$ cat src/rtl/uart_rx_pkg.sv
package uart_rx_pkg;
  localparam int unsigned OVS_DEF   = 16;
  localparam int unsigned DW_DEF    = 8;
  localparam int unsigned SYNC_DEF  = 2;

  typedef enum logic [1:0] {
    RX_IDLE  = 2'd0,
    RX_START = 2'd1,
    RX_DATA  = 2'd2,
    RX_STOP  = 2'd3
  } rx_state_e;
endpackage

$ cat src/rtl/rx_sync.sv
module rx_sync #(
  parameter int unsigned STAGES    = uart_rx_pkg::SYNC_DEF,
  parameter bit          RESET_VAL = 1'b0
) (
  input  logic clk,
  input  logic rst_n,
  input  logic async_i,
  output logic sync_o
);
  logic [STAGES-1:0] chain_q;

  generate
    for (genvar s = 0; s < STAGES; s++) begin : g_stage
      if (s == 0) begin : g_first
        always_ff @(posedge clk or negedge rst_n) begin
          if (!rst_n) chain_q[0] <= RESET_VAL;
          else        chain_q[0] <= async_i;
        end
      end else begin : g_next
        always_ff @(posedge clk or negedge rst_n) begin
          if (!rst_n) chain_q[s] <= RESET_VAL;
          else        chain_q[s] <= chain_q[s-1];
        end
      end
    end
  endgenerate

  assign sync_o = chain_q[STAGES-1];
endmodule

$ cat src/rtl/rx_frame.sv
module rx_frame
  import uart_rx_pkg::*;
#(
  parameter int unsigned OVS = OVS_DEF,
  parameter int unsigned DW  = DW_DEF
) (
  input  logic          clk,
  input  logic          rst_n,
  input  logic          rx_i,
  input  logic          tick_i,
  output logic          done_o,
  output logic [DW-1:0] byte_o,
  output logic          stop_o
);
  localparam int unsigned CW  = $clog2(OVS);
  localparam int unsigned BW  = $clog2(DW + 1);
  localparam logic [CW-1:0] MID_M1  = CW'(OVS / 2 - 1);
  localparam logic [CW-1:0] FULL_M1 = CW'(OVS - 1);
  localparam logic [BW-1:0] LAST_B  = BW'(DW - 1);

  rx_state_e       state_q;
  logic [CW-1:0]   cnt_q;
  logic [BW-1:0]   bit_q;
  logic [DW-1:0]   shift_q;
  logic            done_q;
  logic            stop_q;

  always_ff @(posedge clk or negedge rst_n) begin
    if (!rst_n) begin
      state_q <= RX_IDLE;
      cnt_q   <= '0;
      bit_q   <= '0;
      shift_q <= '0;
      done_q  <= 1'b0;
      stop_q  <= 1'b1;
    end else begin
      done_q <= 1'b0;
      if (tick_i) begin
        case (state_q)
          RX_IDLE: begin
            cnt_q <= '0;
            if (!rx_i) state_q <= RX_START;
          end
          RX_START: begin
            if (cnt_q == MID_M1) begin
              cnt_q <= '0;
              bit_q <= '0;
              state_q <= rx_i ? RX_IDLE : RX_DATA;
            end else begin
              cnt_q <= cnt_q + 1'b1;
            end
          end
          RX_DATA: begin
            if (cnt_q == FULL_M1) begin
              cnt_q   <= '0;
              shift_q <= {rx_i, shift_q[DW-1:1]};
              if (bit_q == LAST_B) state_q <= RX_STOP;
              else                 bit_q   <= bit_q + 1'b1;
            end else begin
              cnt_q <= cnt_q + 1'b1;
            end
          end
          RX_STOP: begin
            if (cnt_q == FULL_M1) begin
              cnt_q   <= '0;
              stop_q  <= rx_i;
              done_q  <= 1'b1;
              state_q <= RX_IDLE;
            end else begin
              cnt_q <= cnt_q + 1'b1;
            end
          end
          default: state_q <= RX_IDLE;
        endcase
      end
    end
  end

  assign done_o = done_q;
  assign byte_o = shift_q;
  assign stop_o = stop_q;

  AST_START_ON_LOW: assert property (@(posedge clk) disable iff (!rst_n)
    (state_q == RX_START && $past(state_q) == RX_IDLE) |-> !$past(rx_i));
  AST_GLITCH_DROP: assert property (@(posedge clk) disable iff (!rst_n)
    (state_q == RX_IDLE && $past(state_q) == RX_START) |-> $past(rx_i));
  AST_DONE_AFTER_STOP: assert property (@(posedge clk) disable iff (!rst_n)
    done_q |-> ($past(state_q) == RX_STOP && state_q == RX_IDLE));
endmodule

$ cat src/rtl/rx_hold.sv
module rx_hold #(
  parameter int unsigned DW = uart_rx_pkg::DW_DEF
) (
  input  logic          clk,
  input  logic          rst_n,
  input  logic          load_i,
  input  logic [DW-1:0] byte_i,
  input  logic          stop_i,
  input  logic          ready_i,
  output logic          valid_o,
  output logic [DW-1:0] data_o,
  output logic          ferr_o,
  output logic          ovr_o
);
  logic          valid_q, ferr_q, ovr_q;
  logic [DW-1:0] data_q;
  logic          take;

  assign take = valid_q && ready_i;

  always_ff @(posedge clk or negedge rst_n) begin
    if (!rst_n) begin
      valid_q <= 1'b0;
      data_q  <= '0;
      ferr_q  <= 1'b0;
      ovr_q   <= 1'b0;
    end else if (load_i) begin
      valid_q <= 1'b1;
      data_q  <= byte_i;
      ferr_q  <= !stop_i;
      ovr_q   <= valid_q && !take;
    end else if (take) begin
      valid_q <= 1'b0;
      ferr_q  <= 1'b0;
      ovr_q   <= 1'b0;
    end
  end

  assign valid_o = valid_q;
  assign data_o  = data_q;
  assign ferr_o  = ferr_q;
  assign ovr_o   = ovr_q;

  AST_FERR_TRACKS_STOP: assert property (@(posedge clk) disable iff (!rst_n)
    load_i |=> (ferr_q == !$past(stop_i)));
  AST_OVR_ON_UNREAD: assert property (@(posedge clk) disable iff (!rst_n)
    (load_i && valid_q && !ready_i) |=> ovr_q);
  AST_HOLD_STABLE: assert property (@(posedge clk) disable iff (!rst_n)
    (valid_q && !ready_i && !load_i) |=> (valid_q && $stable(data_q)));
  AST_READ_CLEARS: assert property (@(posedge clk) disable iff (!rst_n)
    (valid_q && ready_i && !load_i) |=> (!valid_q && !ovr_q));
  AST_SAME_EDGE: assert property (@(posedge clk) disable iff (!rst_n)
    (valid_q && ready_i && load_i) |=> (valid_q && !ovr_q));
endmodule

$ cat src/rtl/uart_rx_dbuf.sv
module uart_rx_dbuf
  import uart_rx_pkg::*;
#(
  parameter int unsigned OVS  = OVS_DEF,
  parameter int unsigned DW   = DW_DEF,
  parameter int unsigned SYNC = SYNC_DEF
) (
  input  logic          clk,
  input  logic          rst_n,
  input  logic          rxd_i,
  input  logic          os_tick_i,
  input  logic          dsr_i,
  output logic [DW-1:0] rx_data_o,
  output logic          rx_valid_o,
  input  logic          rx_ready_i,
  output logic          frame_err_o,
  output logic          overrun_o,
  output logic          dsr_o
);
  logic          rx_s;
  logic          done;
  logic [DW-1:0] shifted;
  logic          stop_bit;

  rx_sync #(.STAGES(SYNC), .RESET_VAL(1'b1)) i_rx_sync (
    .clk(clk), .rst_n(rst_n), .async_i(rxd_i), .sync_o(rx_s));

  rx_sync #(.STAGES(SYNC), .RESET_VAL(1'b0)) i_dsr_sync (
    .clk(clk), .rst_n(rst_n), .async_i(dsr_i), .sync_o(dsr_o));

  rx_frame #(.OVS(OVS), .DW(DW)) i_frame (
    .clk(clk), .rst_n(rst_n), .rx_i(rx_s), .tick_i(os_tick_i),
    .done_o(done), .byte_o(shifted), .stop_o(stop_bit));

  rx_hold #(.DW(DW)) i_hold (
    .clk(clk), .rst_n(rst_n), .load_i(done), .byte_i(shifted),
    .stop_i(stop_bit), .ready_i(rx_ready_i), .valid_o(rx_valid_o),
    .data_o(rx_data_o), .ferr_o(frame_err_o), .ovr_o(overrun_o));
endmodule

$ cat config.mk
export PLATFORM = sky130hd
export DESIGN_NAME = uart_rx_dbuf
export DESIGN_NICKNAME = d
export VERILOG_FILES = /design/src/rtl/uart_rx_pkg.sv /design/src/rtl/rx_sync.sv /design/src/rtl/rx_frame.sv /design/src/rtl/rx_hold.sv /design/src/rtl/uart_rx_dbuf.sv
export SDC_FILE = /design/constraint.sdc
export NUM_CORES = 1
export LEC_CHECK = 0
export ABC_AREA = 1
export BUFFER_PORTS_ARGS = -buffer_cell sky130_fd_sc_hd__buf_2
export CAP_MARGIN = 20
export CORE_MARGIN = 5
export CORE_UTILIZATION = 50
export CTS_CLUSTER_SIZE = 8
export DETAILED_ROUTE_END_ITERATION = 10
export HOLD_SLACK_MARGIN = 0.12
export PLACE_DENSITY_LB_ADDON = 0.12
export SETUP_SLACK_MARGIN = 0.05
export SYNTH_ARGS = -nofsm -noshare
export SYNTH_HDL_FRONTEND = slang
export SYNTH_SLANG_ARGS = --single-unit
$ cat constraint.sdc
create_clock -name clk -period 4 [get_ports clk]
set_clock_uncertainty 0.05 [all_clocks]
set_input_delay 0.4 -clock clk [delete_from_list [all_inputs] [get_ports clk]]
set_output_delay 0.4 -clock clk [all_outputs]
set_load 0.02 [all_outputs]
# After elaboration in Yosys (flattened, before gate mapping)
# Cells that the tools add are included.
# Widths: inputs -> output; s select.
dict set report classes {
  add_sub_neg 2
  mul 0
  div_mod_pow 0
  order_cmp 0
  eq_ne 12
  n_shift 0
  n_mux 21
  bitwise_logic 0
  reduce_logical 12
}
# cell count
set op_table {}
lappend op_table {{$mux 4} 5}
lappend op_table {{$mux 2} 6}
lappend op_table {{$pmux 4 s3} 1}
lappend op_table {{$add 4x1->4 const B} 2}
lappend op_table {{$eq 4x3->1 const B} 2}
lappend op_table {{$ne 2x1->1 const B} 4}
lappend op_table {{$pmux 2 s4} 1}
lappend op_table {{$pmux 4 s2} 1}
lappend op_table {{$mux 1} 7}
lappend op_table {{$reduce_and 3->1} 2}
lappend op_table {{$reduce_and 6->1} 1}
lappend op_table {{$reduce_and 5->1} 1}
lappend op_table {{$eq 2x2->1 const B} 2}
lappend op_table {{$eq 4x4->1 const B} 1}
lappend op_table {{$ne 2x2->1 const B} 2}
lappend op_table {{$reduce_bool 2->1} 2}
lappend op_table {{$eq 2x1->1 const B} 1}
lappend op_table {{$logic_and 1x1->1} 2}
lappend op_table {{$logic_not 1->1} 2}
lappend op_table {{$logic_not 2->1} 1}
lappend op_table {{$reduce_or 2->1} 1}
dict set report totals {
  regBits 35
  latchBits 0
  mem_bits_rw 0
  romBits 0
  mem_count 0
}

# Logic depth before layout (Yosys ltp)
# Gate-level depths: netlist of the first run.
dict set report depth {
  depth_word 4
  mapped_depth 8
  depth_no_buf 8
}

# Hierarchy
# A second synthesis of the first run with hierarchy kept.
dict set report unflattened {
  hier_cells 176
  area_unflattened_um2 1577.8
}
# mod n_inst cells_each area_each_um2 seq_area_each_um2
set modules_own_cells {}
lappend modules_own_cells {rx_frame 1 123 1037.2 501.7}
lappend modules_own_cells {rx_hold 1 49 437.9 275.3}
lappend modules_own_cells {{rx_sync at i_rx_sync} 1 2 52.6 52.6}
lappend modules_own_cells {{rx_sync at i_dsr_sync} 1 2 50.0 50.0}

# Worst setup path before layout of the first run
# OpenSTA, ideal clock, no wires.
dict set report synth_timing {
  kind {flip-flop to flip-flop}
  start {register i_frame.cnt_q[0]}
  end {register i_frame.shift_q[6], in the netlist i_frame.byte_o[6]}
  setup_time_ns 0.126
  t_arrival_ns 1.231
  required_time_ns 3.824
  slack_ns 2.593
  path_stages_with_launch 6
  synth_period_minus_slack_ns 1.407
  cell_sequence {dfrtp_1 ha_1 nand3_1 nor3_4 buf_6 o21ai_0}
}
dict set report synth_via {
  elab_chain_len 2
}
# item line_no
set synth_rtl {}
lappend synth_rtl {{start: declaration} rx_frame.sv:22} ;# logic [CW-1:0] cnt_q;
lappend synth_rtl {{start signal: assignment} rx_frame.sv:50} ;# cnt_q <= cnt_q + 1'b1;
lappend synth_rtl {{start signal: assignment} rx_frame.sv:60} ;# cnt_q <= cnt_q + 1'b1;
lappend synth_rtl {{start signal: assignment} rx_frame.sv:70} ;# cnt_q <= cnt_q + 1'b1;
lappend synth_rtl {{$eq 4x4->1} rx_frame.sv:54} ;# if (cnt_q == FULL_M1) begin
lappend synth_rtl {{$reduce_and 3->1 (no source line)} -}
lappend synth_rtl {{end signal: assignment} rx_frame.sv:56} ;# shift_q <= {rx_i, shift_q[DW-1:1]};
lappend synth_rtl {{end: declaration} rx_frame.sv:24} ;# logic [DW-1:0] shift_q;
# Every way passes these cells.
# A chain may end at the register's enable or synchronous reset.

# Final worst setup path of the first run
# Ends and elaborated chain as after synthesis.

==> results_dict.tcl, run 1 <==
set metrics [dict create \
    first_global_vias 1072 \
    cts_max_level 2 \
    yosysTopAreaCellShare_pct 54.3 \
    comb_power_share_pct 17.4 \
    viasPerCell 5.02 \
    power.sequential.fraction_pct 51.0 \
    worstPathArrival_ns 1.87 \
    worst-path-buf-inv 0 \
    leakagePower_uw 0.000862 \
    rrSetupSlack_ns 2.29 \
    multi_input_area_um2 528 \
    outcome "completed" \
    critical-path-max-stage-delay_ns 0.52 \
    cp_data_required_time_ns 4.16 \
    yosys_warnings 0 \
    die_x_um 64.3 \
    clockPowerShare_pct 31.6 \
    cts_hold_buffers 3 \
    synth-edff-count 0 \
    swShare_pct 29.7 \
    io_buffer_count 17 \
    min_path_cells 4 \
    track_usage_pct 14.4 \
    p_sw_uw 249 \
    first_iter_violations 28 \
    cts_root_buf "clkbuf_4" \
    tns_ns 0 \
    placed_cell_area_mm2 0.00158 \
    yosys-top-cells-count "nand2_1, dfrtp_1, o21ai_0, nand3_1, inv_1" \
    final_hold_viol_count 0 \
    initial_utilization_pct 53.0 \
    post-route-period-util_pct 42.8 \
    syn2layout_area_growth_pct 15.3 \
    cp_cell_sequence "ha_1 > nand3_1 > nor3_4 > o21ai_0" \
    fillCellCount 254 \
    finalNonFillerCells 216 \
    placed_cells 205 \
    drc 0 \
    ant_nets 0 \
    synth_area_leaders "dfrtp_1, nand2_1, dfstp_2, o21ai_0, nand3_1" \
    core_mm2 0.00278 \
    drive_gt1_share_pct 23.2 \
    ys.flop_type "dfrtp_1" \
    rsz0062_at_grt "false" \
    firstDrtPassIters 4 \
    synth_cells 159 \
    syn_nets 167 \
    power.density_mw_per_mm2 494 \
    maxCapViolations 0 \
    cts_setup_buffers 0 \
    final_area_mm2 0.00170 \
    synth_largest_area_cell "dfrtp_1" \
    hp-start "rx_ready_i" \
    min_path_type "primary input to flip-flop" \
    post_drt_wl_per_cell_um 11.4 \
    seqCellArea_um2 880 \
    ys_types 22 \
    grt_antenna_before_repair 0 \
    fin_crit_ns 1.71 \
    grt_start_max_net_pins 36 \
    clock-sinks 35 \
    die-area_mm2 0.00414 \
    wl_um 2470 \
    fmax_mhz 584 \
    hold_path_end "i_hold.valid_o" \
    ctsResizeCount 0 \
    r2r-start "i_frame.cnt_q[0]" \
    clk_path_buf_depth 2 \
    ys_seq_elements 35 \
    io_pins 18 \
    post-synth-top-count-cell "nand2_1" \
    crit_type "flip-flop to flip-flop" \
    cts_tree "yes" \
    dp_slack_ns 2.29 \
    diodes 0 \
    ys_seq_area_share_pct 59.6 \
    num_rows 19 \
    ir_drop_uv 321 \
    fin_util_pct 61.1 \
    syn_area_mm2 0.00148 \
    finalNetCount 192 \
    worstSetupStartpointType "flip-flop" \
    relSlewSlack_pct 50.3 \
    internal_power_uw 591 \
    grt-ovfl-total 0 \
    numCtsBuffers 5 \
    grt_pass1_wl_um 4670 \
    endpoint_kind "flip-flop" \
    path_delay_family "simple AND/OR/NAND/NOR gates" \
    gp_congestion 0.769 \
    finalWorstSetupSlack_ns 2.29 \
    die_y_um 64.3 \
    syn-mean-instance-area_um2 9.28 \
    finalMaxSlewViolations 0 \
    clk_latency_ns 0.34 \
    via_count 1085 \
    cpMaxStageDelayCell "nor3_4" \
    r2r_cells 4 \
    setup_viol 0 \
    hpwlAfterDp_um 1750 \
    crit_cells 4 \
    r2r_end "i_frame.byte_o[6]" \
    worst-slew-pin-transition_ns 0.746 \
    clkTransAtPathRegs_ns 0.11 \
    worstPathMaxFanout 16 \
    synthArstFlopShare_pct 100 \
]
==> cells by family after synthesis <==
| kind of cell | after synthesis | synth area share, % |
|---|---|---|
| DFF | 35 | 59.6 |
| xor gates and xnor gates | 1 | 0.594 |
| buffers and inverters | 16 | 4.58 |
| and+or+nand+nor | 77 | 23.5 |
| AOI/OAI and AO/OA | 28 | 10.0 |
| adders and majority gates | 2 | 1.70 |
==> per-stage QoR <==
step | total power (uW) | hold WS, ns
floorplan | 540 | 0.0544
global placement | 575 | 0.293
detailed placement | 582 | 0.287
CTS | 848 | 0.270
global route | 903 | 0.262
finish | 840 | 0.271
==> power by group through the flow <==
stage	Clock, uW	Sequential [uW]	Combinational, uW
4_1_cts	271	429	149
5_1_grt	294	436	173
6_report	265	428	146
3_5_place_dp	0	436	146
3_3_place_gp	0	434	141
2_1_floorplan	0	430	110
==> metal layers <==
metal,wire length (um),GRT usage (%),up-vias
met5,0,0,-
met4,51,6.11,0
met3,136,4.90,6
met2,1130,22.1,19
met1,1150,18.4,500
li1,-,-,560
==> worst min-delay path: cells and delay by family <==
kind                   cells  cell delay (ns)
buffers and inverters      2             0.13
AND/OR/NAND/NOR            2             0.11
==> sequential cells by signal, summed over array words and instances (netlist names), named ones only <==
| name | count |
|---|---|
| i_dsr_sync.sync_o | 1 |
| i_frame.bit_q | 4 |
| i_hold.valid_o | 1 |
| i_rx_sync.chain_q | 1 |
| i_frame.cnt_q | 4 |
| i_hold.data_o | 8 |
| i_frame.stop_o | 1 |
| i_frame.done_o | 1 |
| i_hold.ferr_o | 1 |
| i_hold.ovr_o | 1 |
| i_frame.state_q | 1 |
| i_rx_sync.sync_o | 1 |
| i_dsr_sync.chain_q | 1 |
| i_frame.byte_o | 8 |
==> worst max-delay path by stage <==
stage | from | endpoint | slack, ns
after floorplan | i_frame.cnt_q[0] | i_frame.byte_o[6] | 2.59
after CTS | i_frame.cnt_q[0] | i_frame.byte_o[6] | 2.28
after global routing | i_frame.cnt_q[0] | i_frame.byte_o[6] | 2.09
after global placement | i_frame.cnt_q[0] | i_frame.byte_o[0] | 2.40
after detailed placement | i_frame.cnt_q[0] | i_frame.byte_o[6] | 2.29
final | i_frame.cnt_q[0] | i_frame.byte_o[6] | 2.29
==> cell usage in the layout, fill, tap and decap left out, drive strengths merged <==
cell / n
a21oi: 6
and2: 1
buf: 17
bufinv: 1
clkbuf: 6
clkinv: 1
dfrtp: 32
dfstp: 3
dlygate4sd3: 3
ha: 2
inv: 14
nand2: 49
nand3: 12
nand4: 1
nor2: 11
nor3: 1
o21ai: 22
or2: 2
xor2: 1
==> area by class of cell <==
cell class	instances	share of cell area (%)
clock buffers	6	3.02
repair buffers	20	6.77
multi-input cells	108	31.1
inverters	14	3.09
clock inverters	2	2.06
flip-flops and latches	35	51.7
well taps	31	2.28
No activity file was read; power rests on OpenSTA's default activity.
==> inputs of run 2 (changes only) <==
- clock period: 4 -> 1.6 ns (I/O delays scaled with it)
==> results_dict.tcl, run 2 (synthesized netlist as in run 1, its figures left out) <==
set metrics [dict create \
    outcome "completed" \
    first_iter_violations 36 \
    fin_crit_ns 1.43 \
    fin_util_pct 63.3 \
    die-area_mm2 0.00414 \
    grt_start_max_net_pins 20 \
    maxCapViolations 0 \
    io_pins 18 \
    cts_tree "yes" \
    clock-sinks 35 \
    tns_ns 0 \
    cp_data_required_time_ns 1.78 \
    post_drt_wl_per_cell_um 11.9 \
    leakagePower_uw 0.000877 \
    min_path_type "primary input to async pin" \
    final_hold_viol_count 0 \
    worstSetupStartpointType "flip-flop" \
    post-route-period-util_pct 89.3 \
    diodes 0 \
    drc 0 \
    setup_viol 0 \
    cts_root_buf "clkbuf_4" \
    via_count 1125 \
    wl_um 2640 \
    grt_antenna_before_repair 0 \
    rrSetupSlack_ns 0.17 \
    ant_nets 0 \
    track_usage_pct 14.5 \
    finalNonFillerCells 222 \
    finalNetCount 198 \
    mostFrequentLayoutCells "nand2_1, dfrtp_1, buf_2" \
    viasPerCell 5.07 \
    fillCellCount 238 \
    clkTransAtPathRegs_ns 0.11 \
    gp_congestion 0.741 \
    clk_latency_ns 0.33 \
    placed_cells 207 \
    fmax_mhz 700 \
    hpwlAfterDp_um 1950 \
    initial_utilization_pct 53.0 \
    core_mm2 0.00278 \
    firstDrtPassIters 5 \
    power.density_mw_per_mm2 1120 \
    worstPathArrival_ns 1.60 \
    placed_cell_area_mm2 0.00162 \
    worstPathMaxFanout 5 \
    drive_gt1_share_pct 25.1 \
    fin_total_pwr_uw 1970 \
    finalMaxSlewViolations 0 \
    grt_pass1_wl_um 4710 \
    num_rows 19 \
    first_global_vias 1113 \
    syn2layout_area_growth_pct 19.3 \
    grt-ovfl-total 0 \
    die_x_um 64.3 \
    die_y_um 64.3 \
    numCtsBuffers 5 \
    ir_drop_uv 873 \
    cts_max_level 2 \
    worst-slew-pin-transition_ns 0.420 \
    relSlewSlack_pct 72.0 \
    io_buffer_count 17 \
    final_common_cell "nand2_1" \
    rsz0062_at_grt "false" \
    endpoint_kind "flip-flop" \
    final_area_mm2 0.00176 \
    crit_type "flip-flop to flip-flop" \
    clk_path_buf_depth 2 \
]
[run 2: path summary, 6_finish.rpt]
check	cells after the start	start	to
max reg2reg	7	i_frame.cnt_q[0]	i_frame.state_q[0]
min	2	rst_n	i_frame.byte_o[4]
max	7	i_frame.cnt_q[0]	i_frame.state_q[0]
min in group clk	0	i_rx_sync.chain_q[0]	i_rx_sync.sync_o
min reg2reg	0	i_rx_sync.chain_q[0]	i_rx_sync.sync_o
max in group asynchronous	3	rst_n	i_rx_sync.sync_o
[run 2: cell type report]
cell class | instances | area, um2 | area share (%)
Clock inverter | 2 | 12.5 | 0.711
Timing Repair Buffer | 26 | 190 | 10.8
Sequential cell | 35 | 880 | 50.0
Clock buffer | 6 | 41.3 | 2.35
Inverter | 14 | 52.6 | 2.99
Multi-Input combinational cell | 108 | 546 | 31.0
Tap cell | 31 | 38.8 | 2.20
[run 2: critical path: stages, from the launching register on]
cell     delay [ns]
dfrtp_1        0.44
ha_4           0.18
nand3_2        0.14
nand2_1        0.09
nand2_1        0.07
inv_1          0.10
nand3_1        0.10
and2_1         0.17
[run 2: power breakdown]
group          internal, uW  switching [uW]
combinational           180             248
sequential              970             116
clock                   169             284
total                  1320             647
[run 2: what timing repair did]
action / in CTS / in global routing
hold buffers: 5 / 0
buffers inserted: 0 / 2
resized for setup: 0 / 3
hold endpoints to repair: 40 / 0
endpoints found under the setup margin: 0 / 14
[run 2: stage by stage]
| stage | setup slack, ns | hold slack [ns] |
|---|---|---|
| after floorplan | 0.193 | -0.186 |
| final | 0.171 | 0.227 |
| after global placement | 0.168 | 0.0508 |
| after CTS | 0.0623 | 0.218 |
| after detailed placement | 0.0781 | 0.0648 |
| after global routing | 0.0350 | 0.232 |
[run 2: routing by layer]
layer  vias to the layer above  GRT usage, %  share of wire, %
met5                         -             0                 0
met4                         0          6.11               1.7
met3                         6          4.55               4.1
met2                        16          24.1                49
met1                       529          17.2                45
li1                        574             -                 -
==> inputs of run 3 (changes only) <==
- CORE_UTILIZATION: 50 -> 42
- clock period: 1.6 -> 1.7 ns (I/O delays scaled with it)
==> results_dict.tcl, run 3 (synthesized netlist as in run 1, its figures left out) <==
set metrics [dict create \
    tns_ns 0 \
    finalMaxSlewViolations 0 \
    core_mm2 0.00336 \
    cts_setup_buffers 0 \
    initial_utilization_pct 43.9 \
    hold_path_end "i_rx_sync.sync_o" \
    diodes 0 \
    io_buffer_count 17 \
    ir_drop_uv 507 \
    fin_util_pct 51.9 \
    finalNetCount 195 \
    track_usage_pct 11.5 \
    post-route-period-util_pct 86.8 \
    relSlewSlack_pct 50.3 \
    grt_start_max_net_pins 36 \
    fmax_mhz 678 \
    firstDrtPassIters 4 \
    drive_gt1_share_pct 23.4 \
    placed_cell_area_mm2 0.00161 \
    endpoint_kind "flip-flop" \
    min_path_type "flip-flop to flip-flop" \
    rsz0062_at_grt "false" \
    power.density_mw_per_mm2 1120 \
    worstPathMaxFanout 5 \
    maxCapViolations 0 \
    final_hold_viol_count 0 \
    drc 0 \
    numCtsBuffers 5 \
    final_common_cell "nand2_1" \
    grt-ovfl-total 0 \
    r2r_cells 7 \
    r2r_end "i_frame.state_q[0]" \
    ant_nets 0 \
    viasPerCell 4.63 \
    gp_congestion 0.809 \
    fin_crit_ns 1.47 \
    clk_path_buf_depth 2 \
    clk_latency_ns 0.32 \
    clock-sinks 35 \
    outcome "completed" \
    hp-start "i_rx_sync.chain_q[0]" \
    leakagePower_uw 0.000866 \
    num_rows 21 \
    io_pins 18 \
    final_area_mm2 0.00174 \
    crit_path_start "i_frame.cnt_q[0]" \
    min_path_cells 0 \
    worstPathArrival_ns 1.64 \
    cp_cell_sequence "ha_1 > nand3_2 > nand2_1 > nand2_1 > inv_1 > nand3_1 > and2_1" \
    syn2layout_area_growth_pct 18.2 \
    mostFrequentLayoutCells "nand2_1, dfrtp_1, buf_2" \
    rrSetupSlack_ns 0.23 \
    die-area_mm2 0.00480 \
    wl_um 2520 \
    cp_common_cell "nand2_1" \
    grt_antenna_before_repair 0 \
    worst-slew-pin-transition_ns 0.745 \
    r2r-start "i_frame.cnt_q[0]" \
    critical-path-max-stage-delay_ns 0.39 \
    cpMaxStageDelayCell "dfrtp_1" \
    post_drt_wl_per_cell_um 10.8 \
    die_x_um 69.3 \
    die_y_um 69.3 \
    cts_tree "yes" \
    setup_viol 0 \
    cp_data_required_time_ns 1.87 \
    grt_pass1_wl_um 4570 \
    hpwlAfterDp_um 1770 \
    worst_hold_slack_ns 0.308 \
    first_iter_violations 51 \
    via_count 1083 \
    crit_type "flip-flop to flip-flop" \
    first_global_vias 1077 \
    cts_root_buf "clkbuf_4" \
    worstSetupStartpointType "flip-flop" \
    cts_max_level 2 \
    clkTransAtPathRegs_ns 0.11 \
]
-- run 3: how the worst max path moves through the flow --
stage	endpoint	cells past startpoint
final	i_frame.state_q[0]	7
after global placement	i_frame.state_q[0]	7
after CTS	i_frame.byte_o[3]	6
after floorplan	i_frame.byte_o[6]	5
after global routing	i_frame.state_q[0]	7
after detailed placement	i_frame.state_q[0]	7
-- run 3: what timing repair did --
action / in CTS / in global routing
resized for setup: 0 / 1
hold buffers: 5 / 0
setup endpoints to repair: 0 / 9
endpoints found under the hold margin: 40 / 0
-- run 3: area by class of cell --
cell class,count,area (um2)
flip-flops and latches,35,880
well taps,46,57.6
clock inverters,2,37.5
clock buffers,6,41.3
multi-input cells,108,533
repair buffers,23,143
inverters,14,52.6
fillers,331,1620
-- run 3: power breakdown --
group          internal [uW]  switching, uW  total [uW]  leakage, uW
Sequential               913            101        1010     0.000447
Combinational            133            222         354     0.000381
Clock                    310            270         580    0.0000385
-- run 3: worst max-delay path, delay by kind of cell, from the launching register on --
kind,cells,cell delay (ns)
and+or+nand+nor,5,0.60
DFF,1,0.39
buffers and inverters,1,0.09
adders and majority gates,1,0.24
-- run 3: layer usage --
layer | vias up | track usage [%] | wire (um)
met5 | - | 0 | 0
met4 | 0 | 4.12 | 14
met3 | 2 | 3.91 | 113
met2 | 21 | 17.7 | 1090
met1 | 491 | 15.2 | 1300
li1 | 569 | - | -
-- run 3: stage by stage --
| stage | total power, uW | std cells | worst slack (ns) |
|---|---|---|---|
| finish | 1950 | 234 | 0.225 |
| global route | 2090 | 234 | 0.0997 |
| CTS | 1970 | 234 | 0.159 |
| detailed placement | 1370 | 221 | 0.165 |
| global placement | 1360 | 221 | 0.259 |
| floorplan | 1270 | 159 | 0.293 |
